$ cat src/rtl/sgi_rt_pkg.sv
package sgi_rt_pkg;

  localparam int DATA_W   = 64;
  localparam int ID_W     = 4;
  localparam int TLIST_W  = 16;
  localparam int AFF_W    = 8;
  localparam int PFX_W    = 3 * AFF_W;
  localparam int AFFWORD_W = 4 * AFF_W;

  // bit positions of the request word fields
  localparam int TLIST_LSB = 0;
  localparam int L1_LSB    = 16;
  localparam int ID_LSB    = 24;
  localparam int L2_LSB    = 32;
  localparam int BCAST_BIT = 40;
  localparam int L3_LSB    = 48;

  typedef enum logic [1:0] {
    GRP_ZERO   = 2'd0,
    GRP_SEC1   = 2'd1,
    GRP_NSEC1  = 2'd2
  } grp_e;

  typedef enum logic [1:0] {
    SEL_GRP0    = 2'd0,
    SEL_GRP1OWN = 2'd1,
    SEL_GRP1ALT = 2'd2,
    SEL_NONE    = 2'd3
  } sel_e;

  typedef struct packed {
    logic [ID_W-1:0]    id;
    logic               bcast;
    logic [PFX_W-1:0]   prefix;
    logic [TLIST_W-1:0] tlist;
  } req_t;

  function automatic req_t unpack_req(input logic [DATA_W-1:0] d);
    req_t r;
    r.id     = d[ID_LSB +: ID_W];
    r.bcast  = d[BCAST_BIT];
    r.prefix = {d[L3_LSB +: AFF_W], d[L2_LSB +: AFF_W], d[L1_LSB +: AFF_W]};
    r.tlist  = d[TLIST_LSB +: TLIST_W];
    return r;
  endfunction

endpackage

$ cat src/rtl/sgi_rt_decode.sv
module sgi_rt_decode
  import sgi_rt_pkg::*;
(
  input  logic [DATA_W-1:0] wr_data,
  input  logic [1:0]        wr_sel,
  input  logic              req_nonsecure,
  input  logic              sec_disable,
  output req_t              req,
  output logic [1:0]        grp,
  output logic              sel_ok
);

  grp_e grp_raw;
  grp_e grp_fold;
  logic unused_bits;

  assign unused_bits = ^{wr_data[63:56], wr_data[47:41], wr_data[31:28]};
  assign req = unpack_req(wr_data);

  always_comb begin
    sel_ok  = 1'b1;
    grp_raw = GRP_ZERO;
    unique case (sel_e'(wr_sel))
      SEL_GRP0:    grp_raw = GRP_ZERO;
      SEL_GRP1OWN: grp_raw = req_nonsecure ? GRP_NSEC1 : GRP_SEC1;
      SEL_GRP1ALT: grp_raw = req_nonsecure ? GRP_SEC1 : GRP_NSEC1;
      default: begin
        sel_ok  = 1'b0;
        grp_raw = GRP_ZERO;
      end
    endcase
  end

  always_comb begin
    grp_fold = grp_raw;
    if (sec_disable && grp_raw == GRP_SEC1) grp_fold = GRP_ZERO;
  end

  assign grp = grp_fold;

endmodule

$ cat src/rtl/sgi_rt_match.sv
module sgi_rt_match
  import sgi_rt_pkg::*;
#(
  parameter int NCPU = 4,
  parameter int IDXW = (NCPU > 1) ? $clog2(NCPU) : 1
)(
  input  req_t                  req,
  input  logic [IDXW-1:0]       req_index,
  input  logic [NCPU*AFFWORD_W-1:0] cpu_aff,
  output logic [NCPU-1:0]       hit
);

  localparam int L0_HI_W = AFF_W - $clog2(TLIST_W);

  for (genvar i = 0; i < NCPU; i++) begin : g_cpu
    logic [AFFWORD_W-1:0] word;
    logic [PFX_W-1:0]     pfx;
    logic [AFF_W-1:0]     lvl0;
    logic                 is_self;
    logic                 lvl0_ok;
    logic                 directed;

    assign word    = cpu_aff[i*AFFWORD_W +: AFFWORD_W];
    assign pfx     = word[AFFWORD_W-1:AFF_W];
    assign lvl0    = word[AFF_W-1:0];
    assign is_self = (int'(req_index) == i);
    assign lvl0_ok = (lvl0[AFF_W-1 -: L0_HI_W] == '0);
    assign directed = (pfx == req.prefix) && lvl0_ok &&
                      req.tlist[lvl0[$clog2(TLIST_W)-1:0]];

    assign hit[i] = req.bcast ? !is_self : directed;
  end

endmodule

$ cat src/rtl/sgi_router.sv
module sgi_router
  import sgi_rt_pkg::*;
#(
  parameter int NCPU = 4,
  parameter int IDXW = (NCPU > 1) ? $clog2(NCPU) : 1
)(
  input  logic                      clk,
  input  logic                      rst_n,
  input  logic                      wr_en,
  input  logic [1:0]                wr_sel,
  input  logic [63:0]               wr_data,
  input  logic                      req_nonsecure,
  input  logic [IDXW-1:0]           req_index,
  input  logic                      sec_disable,
  input  logic [NCPU*32-1:0]        cpu_aff,
  output logic [NCPU-1:0]           dlv_vec,
  output logic [3:0]                dlv_id,
  output logic [1:0]                dlv_grp,
  output logic                      dlv_ns
);

  req_t            req;
  logic [1:0]      grp_c;
  logic            sel_ok;
  logic [NCPU-1:0] hit;
  logic            accept;

  sgi_rt_decode u_dec (
    .wr_data      (wr_data),
    .wr_sel       (wr_sel),
    .req_nonsecure(req_nonsecure),
    .sec_disable  (sec_disable),
    .req          (req),
    .grp          (grp_c),
    .sel_ok       (sel_ok)
  );

  sgi_rt_match #(.NCPU(NCPU), .IDXW(IDXW)) u_match (
    .req      (req),
    .req_index(req_index),
    .cpu_aff  (cpu_aff),
    .hit      (hit)
  );

  assign accept = wr_en && sel_ok;

  always_ff @(posedge clk or negedge rst_n) begin
    if (!rst_n) begin
      dlv_vec <= '0;
      dlv_id  <= '0;
      dlv_grp <= '0;
      dlv_ns  <= 1'b0;
    end else begin
      dlv_vec <= accept ? hit : '0;
      if (accept) begin
        dlv_id  <= req.id;
        dlv_grp <= grp_c;
        dlv_ns  <= req_nonsecure;
      end
    end
  end


  pulse_follows_write_chk: assert property (@(posedge clk) disable iff (!rst_n)
    (dlv_vec != '0) |-> $past(wr_en));


  idle_holds_fields_chk: assert property (@(posedge clk) disable iff (!rst_n)
    !accept |=> (dlv_vec == '0) && $stable(dlv_id) && $stable(dlv_grp) && $stable(dlv_ns));


  no_bad_group_chk: assert property (@(posedge clk) disable iff (!rst_n)
    (dlv_vec != '0) |-> (dlv_grp != 2'd3));


  no_sec1_when_disabled_chk: assert property (@(posedge clk) disable iff (!rst_n)
    (accept && sec_disable) |=> (dlv_grp != 2'd1));


  ns_follows_requester_chk: assert property (@(posedge clk) disable iff (!rst_n)
    accept |=> (dlv_ns == $past(req_nonsecure)));

  for (genvar i = 0; i < NCPU; i++) begin : g_chk

    bcast_skips_self_chk: assert property (@(posedge clk) disable iff (!rst_n)
      (accept && wr_data[BCAST_BIT] && int'(req_index) == i) |=> !dlv_vec[i]);

    lvl0_range_chk: assert property (@(posedge clk) disable iff (!rst_n)
      (accept && !wr_data[BCAST_BIT] && cpu_aff[i*32 +: 8] > 8'd15) |=> !dlv_vec[i]);
  end

endmodule

$ cat config.mk
export PLATFORM = sky130hd
export DESIGN_NAME = sgi_router
export DESIGN_NICKNAME = d
export VERILOG_FILES = /design/src/rtl/sgi_rt_pkg.sv /design/src/rtl/sgi_rt_decode.sv /design/src/rtl/sgi_rt_match.sv /design/src/rtl/sgi_router.sv
export SDC_FILE = /design/constraint.sdc
export NUM_CORES = 1
export LEC_CHECK = 0
export CAP_MARGIN = 10
export CORE_AREA = 3 3 85 87
export DETAILED_ROUTE_END_ITERATION = 16
export DIE_AREA = 0 0 88 90
export PLACE_DENSITY = 0.85
export SLEW_MARGIN = 20
export SYNTH_ARGS = -nofsm -noshare
export SYNTH_HDL_FRONTEND = slang
export SYNTH_SLANG_ARGS = --single-unit
$ cat constraint.sdc
create_clock -name clk -period 1.4 [get_ports clk]
set_input_delay 0.42 -clock clk [delete_from_list [all_inputs] [get_ports clk]]
set_output_delay 0.42 -clock clk [all_outputs]
set_load 0.02 [all_outputs]
* After elaboration in Yosys (flattened, before gate mapping)
Index checks and enable logic that the tools add are counted.
Widths: inputs -> output; s select.
** Word-level totals
- Word-level logic and storage cells :: 57
- Register bits after elaboration :: 11
** Cells by class
- Magnitude comparators :: 4
- Reductions and logical operators :: 21
- Eq/ne operators :: 10
- Muxes and demuxes :: 18
** Operators with widths (number)
- $eq 24x24->1 :: 4
- $lt 4x5->1 const B :: 4
- $bmux 1 s4 :: 4
- $logic_not 4->1 :: 4
- $logic_and 1x1->1 :: 10
- $mux 1 :: 9
- $eq 2x1->1 const B :: 3
- $eq 2x2->1 const B :: 3
- $mux 2 :: 3
- $logic_not 1->1 :: 4
- $logic_not 2->1 :: 2
- $mux 4 :: 1
- $pmux 2 s2 :: 1
- $reduce_or 3->1 :: 1

* Longest topological paths before layout
Gate-level depths: netlist (run 1).
- Word-level depth :: 5
- Mapped depth :: 6

* Modules after synthesis
From an unflattened synthesis (run 1), not the netlist that was laid out.
** Unflattened totals
- Cell total of the unflattened synthesis :: 250
- Area total of the unflattened synthesis :: 2454.9 um^2
** By module, submodules not included
- sgi_rt_match :: area each 1685.4 um^2, cells an instance 175, instances 1, seq. area each 0.0 um^2
- sgi_router :: area each 390.4 um^2, cells an instance 23, instances 1, seq. area each 275.3 um^2
- sgi_rt_decode :: area each 379.1 um^2, cells an instance 52, instances 1, seq. area each 0.0 um^2

* Worst setup path after synthesis (run 1)
No wires, ideal clock.
- Kind :: input -> register
- Start point :: in cpu_aff[101]
- End point :: reg dlv_vec[3]
- Arrival time :: 1.562 ns
- Slack :: -0.228 ns
- Library setup time :: 0.066 ns
- Buffers on the path :: 0
- Stages :: 5
- Path through :: or4_1 -> nor4b_1 -> nand4_1 -> nor4_2 -> a22o_1
** On the way
- Longest elaborated chain between the ends :: 5
** Ends and longest elaborated chain
- from (decl) :: line sgi_router.sv:15 : input logic [NCPU*32-1:0] cpu_aff,
- $logic_not 4->1 :: line sgi_rt_match.sv:27 : assign lvl0_ok = (lvl0[AFF_W-1 -: L0_HI_W] == '0);
- $logic_and 1x1->1 (2 in a row) :: line sgi_rt_match.sv:28 : assign directed = (pfx == req.prefix) && lvl0_ok &&
- $mux 1 :: line sgi_rt_match.sv:31 : assign hit[i] = req.bcast ? !is_self : directed;
- $mux 4 :: line sgi_router.sv:54 : dlv_vec <= accept ? hit : '0;
- to (signal assigned) :: line sgi_router.sv:54
- to (decl) :: line sgi_router.sv:16 : output logic [NCPU-1:0] dlv_vec,
Every way passes these cells.
A chain may end at the register's enable or synchronous reset.

* Worst setup path after layout (run 1)
Ends and elaborated chain as after synthesis.

==> results of run 1 <==
-- tightest hold or removal path: stages --
cell and delay [ns]:
buf_6 0.07, buf_4 0.10, a21oi_1 0.06
-- stage by stage --
step	setup WS (ns)	power [mW]
after global routing	-0.342	2.11
after CTS	-0.507	1.97
after global placement	-0.930	1.66
after floorplan	-0.202	0.811
final	-0.282	2.00
after detailed placement	-0.932	1.70
-- cells by family after synthesis --
kind of cell / count (synthesis) / synth area share (%)
mux: 28 / 23.9
compound gates: 17 / 4.88
buf+inv: 8 / 1.52
flops: 11 / 13.4
simple gates: 49 / 15.3
xor+xnor: 96 / 41.0
-- routing by layer --
layer	vias to the layer above	share of wire [%]	track usage [%]
li1	1279	-	-
met1	1305	32	25.4
met2	151	58	50.1
met3	36	7.0	5.58
met4	0	3.6	7.03
met5	-	0	0
-- area by class of cell --
| class | instances | share of cell area [%] |
|---|---|---|
| flip-flops and latches | 11 | 5.86 |
| clock buffers | 4 | 0.959 |
| multi-input cells | 190 | 42.9 |
| well taps | 77 | 2.05 |
| repair buffers | 249 | 47.8 |
| diodes | 2 | 0.107 |
| inverters | 4 | 0.320 |
-- path summary, 6_finish.rpt --
| check | cells past startpoint | slack [ns] | endpoint |
|---|---|---|---|
| setup / recovery | 6 | -0.28 | dlv_vec[3]$_DFF_PN0_ |
| hold / removal | 3 | 0.46 | dlv_grp[1]$_DFFE_PN0P_ |
| setup reg to reg | 1 | 0.64 | dlv_id[2]$_DFFE_PN0P_ |
| hold reg to reg | 1 | 0.48 | dlv_id[3]$_DFFE_PN0P_ |
| max in group asynchronous | 2 | 0.76 | dlv_vec[3]$_DFF_PN0_ |
| min in group asynchronous | 2 | 0.50 | dlv_grp[0]$_DFFE_PN0P_ |
-- power breakdown --
part	internal, mW	switching, mW	leakage, nW	total, mW
Combinational	0.803	0.531	2.02	1.33
Clock	0.199	0.109	0.0228	0.308
Sequential	0.349	0.0104	0.137	0.360
-- placed cells by master (no fill, tap or decap), types with 16 or more instances in the layout --
cell             Yosys  routed
buf_2                1      18
buf_4                0      50
clkdlybuf4s50_1      0      58
dlygate4sd2_1        0      55
dlymetal6s2s_1       0      22
mux4_2              16      16
xnor2_1             50      33
xnor2_2              0      17
xor2_1              46      43
-- flip-flops by register name, indices dropped and copies added (netlist names) --
register  cells
dlv_vec       4
dlv_id        4
dlv_grp       2
dlv_ns        1
-- timing repair --
| action | in CTS | in global routing |
|---|---|---|
| resized for setup | 250 | 63 |
| pin swaps | 62 | 30 |
| buffers inserted | 4 | 3 |
| endpoints found under the setup margin | 20 | 5 |
==> impl_metrics.csv, run 1 <==
group,metric,value,unit
sta,whs,0.460,ns
layout,design_area,0.00470,mm2
cts,cts_max_level,1,
worst_setup_path,crit_path_max_fanout,1,
synth,synth_area_leaders,"xnor2_1 21%, xor2_1 20%, mux4_2 18%",
sta,maxSlewViolCount,0,
worst_hold_path,worstHoldStart,"wr_en",
synth,yosysMostFrequentCell,"xnor2_1",
worst_setup_path,end_kind,"register",
layout,syn2layout_area_growth,129,%
power_and_ir_drop,power.leakage,2.18,nW
worst_setup_path,worst-path-buf-inv,1,
place,dpl.hpwl,8920,um
cts,path_clk_slew,0.05,ns
floorplanning,initial_utilization,32.0,%
worst_setup_path,path_delay_family,"simple AND/OR/NAND/NOR gates",
synth,synth_area,0.00205,mm2
place,globalplace.congestion,0.928,
layout,nets,660,
worst_setup_path,path_class,"in2reg",
synth,ys_seq_area_share,13.4,%
floorplanning,die_x,88,um
layout,multi_input_area,0.00201,mm2
power_and_ir_drop,power_density,426,mW/mm2
floorplanning,die-area,0.00792,mm2
synth,ys_types,32,
grt,grt_antenna_before_repair,2,
worst_setup_path,cpMaxStageDelayCell,"or4_4",
floorplanning,fp.coreArea,0.00642,mm2
grt,grt_pass1_vias,3103,
layout,post-route-util,73.1,%
synth,yosys.area.top_type_share,21.3,%
cts,cts_hold_buf,0,
sta,finalHoldViolations,0,
power_and_ir_drop,vdd_drop_max,249,uV
synth,syn_avg_cell_area,9.82,um2
cts,clock_sinks,11,
place,portBuffers,192,
worst_setup_path,cp.arrival,1.85,ns
route,ant_nets,0,
floorplanning,die_h,90,um
sta,setup_tns,-0.734,ns
grt,track_usage,25.3,%
worst_setup_path,slowest_delay,0.55,ns
synth,ys_async_sr_fraction,100,%
sta,post-route-period-util,120,%
worst_setup_path,startpoint_type,"input pin",
layout,seqCellArea,275,um2
sta,fin_skew,0,ns
sta,finalWorstSetupSlack,-0.282,ns
synth,yosys_warnings,0,
grt,grt_pass1_wl,15500,um
synth,synth_common_cells,"50 x xnor2_1, 46 x xor2_1, 16 x mux4_2",
sta,setup_viol_count_final,4,
sta,worst_pin_slew,0.311,ns
worst_hold_path,worst_hold_path_type,"in2reg",
layout,layout-drive-gt1-share,35.4,%
floorplanning,fp-row-count,29,
cts,clock-root-buffer,"clkbuf_8",
sta,timing.fmax,595,MHz
worst_setup_path,reg2reg_from,"dlv_id[2]$_DFFE_PN0P_",
worst_setup_path,cp.required,1.57,ns
outcome,violations,"setup timing",
synth,ys_ff_latch,11,
route,drc_errors,0,
floorplanning,ioPinCount,212,
route,wl_per_cell,20.0,um
route,routed_wl,10700,um
layout,final_cells,537,
sta,rsz0062_at_grt,"true",
place,dp_cells,528,
place,placed_cell_area,0.00447,mm2
route,drt_iter0_markers,103,
synth,synth_nets,410,
route,first_pass_iters,4,
synth,synth_edf_count,0,
route,vias,2771,
outcome,status,"finished, violations left",
synth,ys.flop_type,"dfrtp_1",
job,maxCapViolCount,0,
grt,overflow,0,
sta,period_needed,1.68,ns
cts,insertion_delay,0.23,ns
synth,synthCells,209,
cts,clockBufferDepth,2,
synth,synth_top_cell_by_area,"xnor2_1",
layout,num-fill-cells,438,
cts,cts_tree,"yes",
grt,grt_max_degree,12,
cts,cts_buffers,3,
worst_setup_path,setup.worst_path.start,"cpu_aff[101]",
worst_setup_path,path_cells,"clkbuf_2 -> or4_4 -> nor4b_4 -> nand4_1 -> nor4_2 -> a22o_1",
sta,slew-limit-headroom,79.1,%
route,avgViaCountPerCell,5.16,
No activity file was read; power rests on OpenSTA's default activity.
==> inputs of run 2 (changes only) <==
--- a/config.mk
+++ b/config.mk
@@ -9,6 +9,7 @@
 export CORE_AREA = 3 3 85 87
 export DETAILED_ROUTE_END_ITERATION = 16
 export DIE_AREA = 0 0 88 90
+export GPL_TIMING_DRIVEN = 0
 export PLACE_DENSITY = 0.85
 export SLEW_MARGIN = 20
 export SYNTH_ARGS = -nofsm -noshare
==> impl_metrics.csv, run 2 (synthesis gave the netlist of run 1 again) <==
group,metric,value,unit
place,dp_cells,475,
grt,grt_antenna_before_repair,1,
layout,syn2layout_area_growth,102,%
power_and_ir_drop,power_density,443,mW/mm2
place,globalplace.congestion,0.877,
grt,grt_max_degree,12,
power_and_ir_drop,power.leakage,1.89,nW
worst_setup_path,path_class,"in2reg",
route,routed.top_layer,"met4",
place,place_ws,-1.17,ns
sta,finalWorstSetupSlack,-0.162,ns
sta,slew-limit-headroom,67.8,%
place,dpl.hpwl,8050,um
worst_setup_path,setup.worst_path.start,"cpu_aff[109]",
power_and_ir_drop,finalPower,1.83,mW
floorplanning,initial_utilization,32.0,%
floorplanning,fp-row-count,29,
cts,cts_buffers,3,
sta,rsz0062_at_grt,"true",
route,first_pass_iters,4,
sta,whs,0.359,ns
layout,reg.largest.list,"dlv_id: 4 flops, dlv_vec: 4 flops, dlv_grp: 2 flops",
sta,maxSlewViolCount,0,
floorplanning,die_h,90,um
cts,insertion_delay,0.23,ns
outcome,status,"finished, violations left",
sta,timing.fmax,640,MHz
sta,finalHoldViolations,0,
place,portBuffers,189,
route,avgViaCountPerCell,5.05,
worst_setup_path,cp.required,1.57,ns
layout,final_cell_mix,"47 x clkdlybuf4s50_1, 43 x xor2_1, 39 x buf_2, 37 x xnor2_1, 34 x dlygate4sd2_1",
worst_setup_path,cp.arrival,1.73,ns
power_and_ir_drop,vdd_drop_max,317,uV
cts,cts_tree,"yes",
worst_hold_path,worst_hold_path_type,"in2reg",
cts,cts_max_level,1,
layout,nets,608,
route,met2WireLength,5330,um
layout,post-route-util,64.4,%
grt,track_usage,22.1,%
floorplanning,die-area,0.00792,mm2
sta,setup_viol_count_final,3,
route,wl_met1,3110,um
layout,final_cells,484,
grt,overflow,0,
sta,worst_pin_slew,0.482,ns
floorplanning,die_x,88,um
cts,clock_sinks,11,
layout,layout-drive-gt1-share,32.8,%
job,maxCapViolCount,0,
route,drc_errors,0,
cts,cts_hold_buf,0,
sta,fin_skew,0,ns
outcome,violations,"setup timing",
cts,clockBufferDepth,2,
floorplanning,fp.coreArea,0.00642,mm2
route,drt_iter0_markers,73,
grt,grt_pass1_vias,2684,
route,vias,2445,
cts,clock-root-buffer,"clkbuf_8",
floorplanning,ioPinCount,212,
worst_setup_path,reg2reg_from,"dlv_id[3]$_DFFE_PN0P_",
route,wl_met3,735,um
worst_setup_path,end_kind,"register",
route,routed_wl,9320,um
worst_setup_path,crit_path_max_fanout,1,
route,wl_per_cell,19.2,um
worst_setup_path,startpoint_type,"input pin",
sta,post-route-period-util,112,%
layout,layout_commonest_cell,"clkdlybuf4s50_1",
worst_hold_path,worstHoldStart,"wr_en",
cts,path_clk_slew,0.05,ns
grt,grt_pass1_wl,13700,um
route,ant_nets,0,
sta,period_needed,1.56,ns
==> run 2: changes by cell type in the layout (fill, tap and decap cells not counted), sizes merged <==
cell           delta
diode             -1
clkbuf           +13
buf              -32
dlymetal6s2s      -1
dlygate4sd2      -21
clkdlybuf4s50    -11
==> run 2: critical path, cell delays in order <==
cell and delay [ns]:
clkdlybuf4s50_1 0.42, xor2_1 0.16, nor4_2 0.27, nand4_1 0.14, nor4_2 0.17, a22o_1 0.16
==> run 2: report_power, final <==
part	total [mW]	leakage [nW]	switching (mW)	internal, mW
combinational	1.17	1.73	0.488	0.680
clock	0.301	0.0228	0.102	0.198
sequential	0.361	0.137	0.0116	0.350
total	1.83	1.89	0.602	1.23
==> run 2: repair_timing <==
item,CTS,global route
pin swaps,68,57
buffers inserted,2,2
resized for setup,308,90
setup endpoints to repair,22,4
==> run 2: area by class of cell <==
type,count,area [um2]
fillers,523,2290
multi-input cells,190,2010
repair buffers,193,1670
flip-flops and latches,11,275
well taps,77,96.3
clock buffers,4,45.0
plain buffers,4,26.3
inverters,4,15.0
diodes,1,2.50
==> run 2: path summary, 6_finish.rpt <==
kind	endpoint	slack, ns	depth (start not counted)
worst max-delay path	dlv_vec[3]$_DFF_PN0_	-0.16	6
worst min-delay path	dlv_grp[1]$_DFFE_PN0P_	0.36	2
worst max register to register	dlv_id[3]$_DFFE_PN0P_	0.61	1
worst min register to register	dlv_id[0]$_DFFE_PN0P_	0.48	1
max in group asynchronous	dlv_vec[3]$_DFF_PN0_	0.55	1
min in group asynchronous	dlv_id[1]$_DFFE_PN0P_	0.52	1
==> run 2: metrics by stage <==
stage,setup TNS (ns),instance area (um2)
6_report,-0.284,4140
5_1_grt,-0.504,4140
4_1_cts,-0.734,4050
3_5_place_dp,-7.33,4050
3_3_place_gp,-6.96,4050
2_1_floorplan,-0.319,2060
==> run 2: per-layer routing <==
layer | GRT usage [%] | vias to the layer above
met5 | 0 | -
met4 | 3.84 | 0
met3 | 4.66 | 15
met2 | 42.6 | 119
met1 | 24.4 | 1137
li1 | - | 1174
==> inputs of run 3 (changes only) <==
--- a/config.mk
+++ b/config.mk
@@ -5,7 +5,7 @@
 export SDC_FILE = /design/constraint.sdc
 export NUM_CORES = 1
 export LEC_CHECK = 0
-export CAP_MARGIN = 10
+export CAP_MARGIN = 5
 export CORE_AREA = 3 3 85 87
 export DETAILED_ROUTE_END_ITERATION = 16
 export DIE_AREA = 0 0 88 90
==> results of run 3 <==
No change in the layout: final DEF, timing and power equal those of run 2.
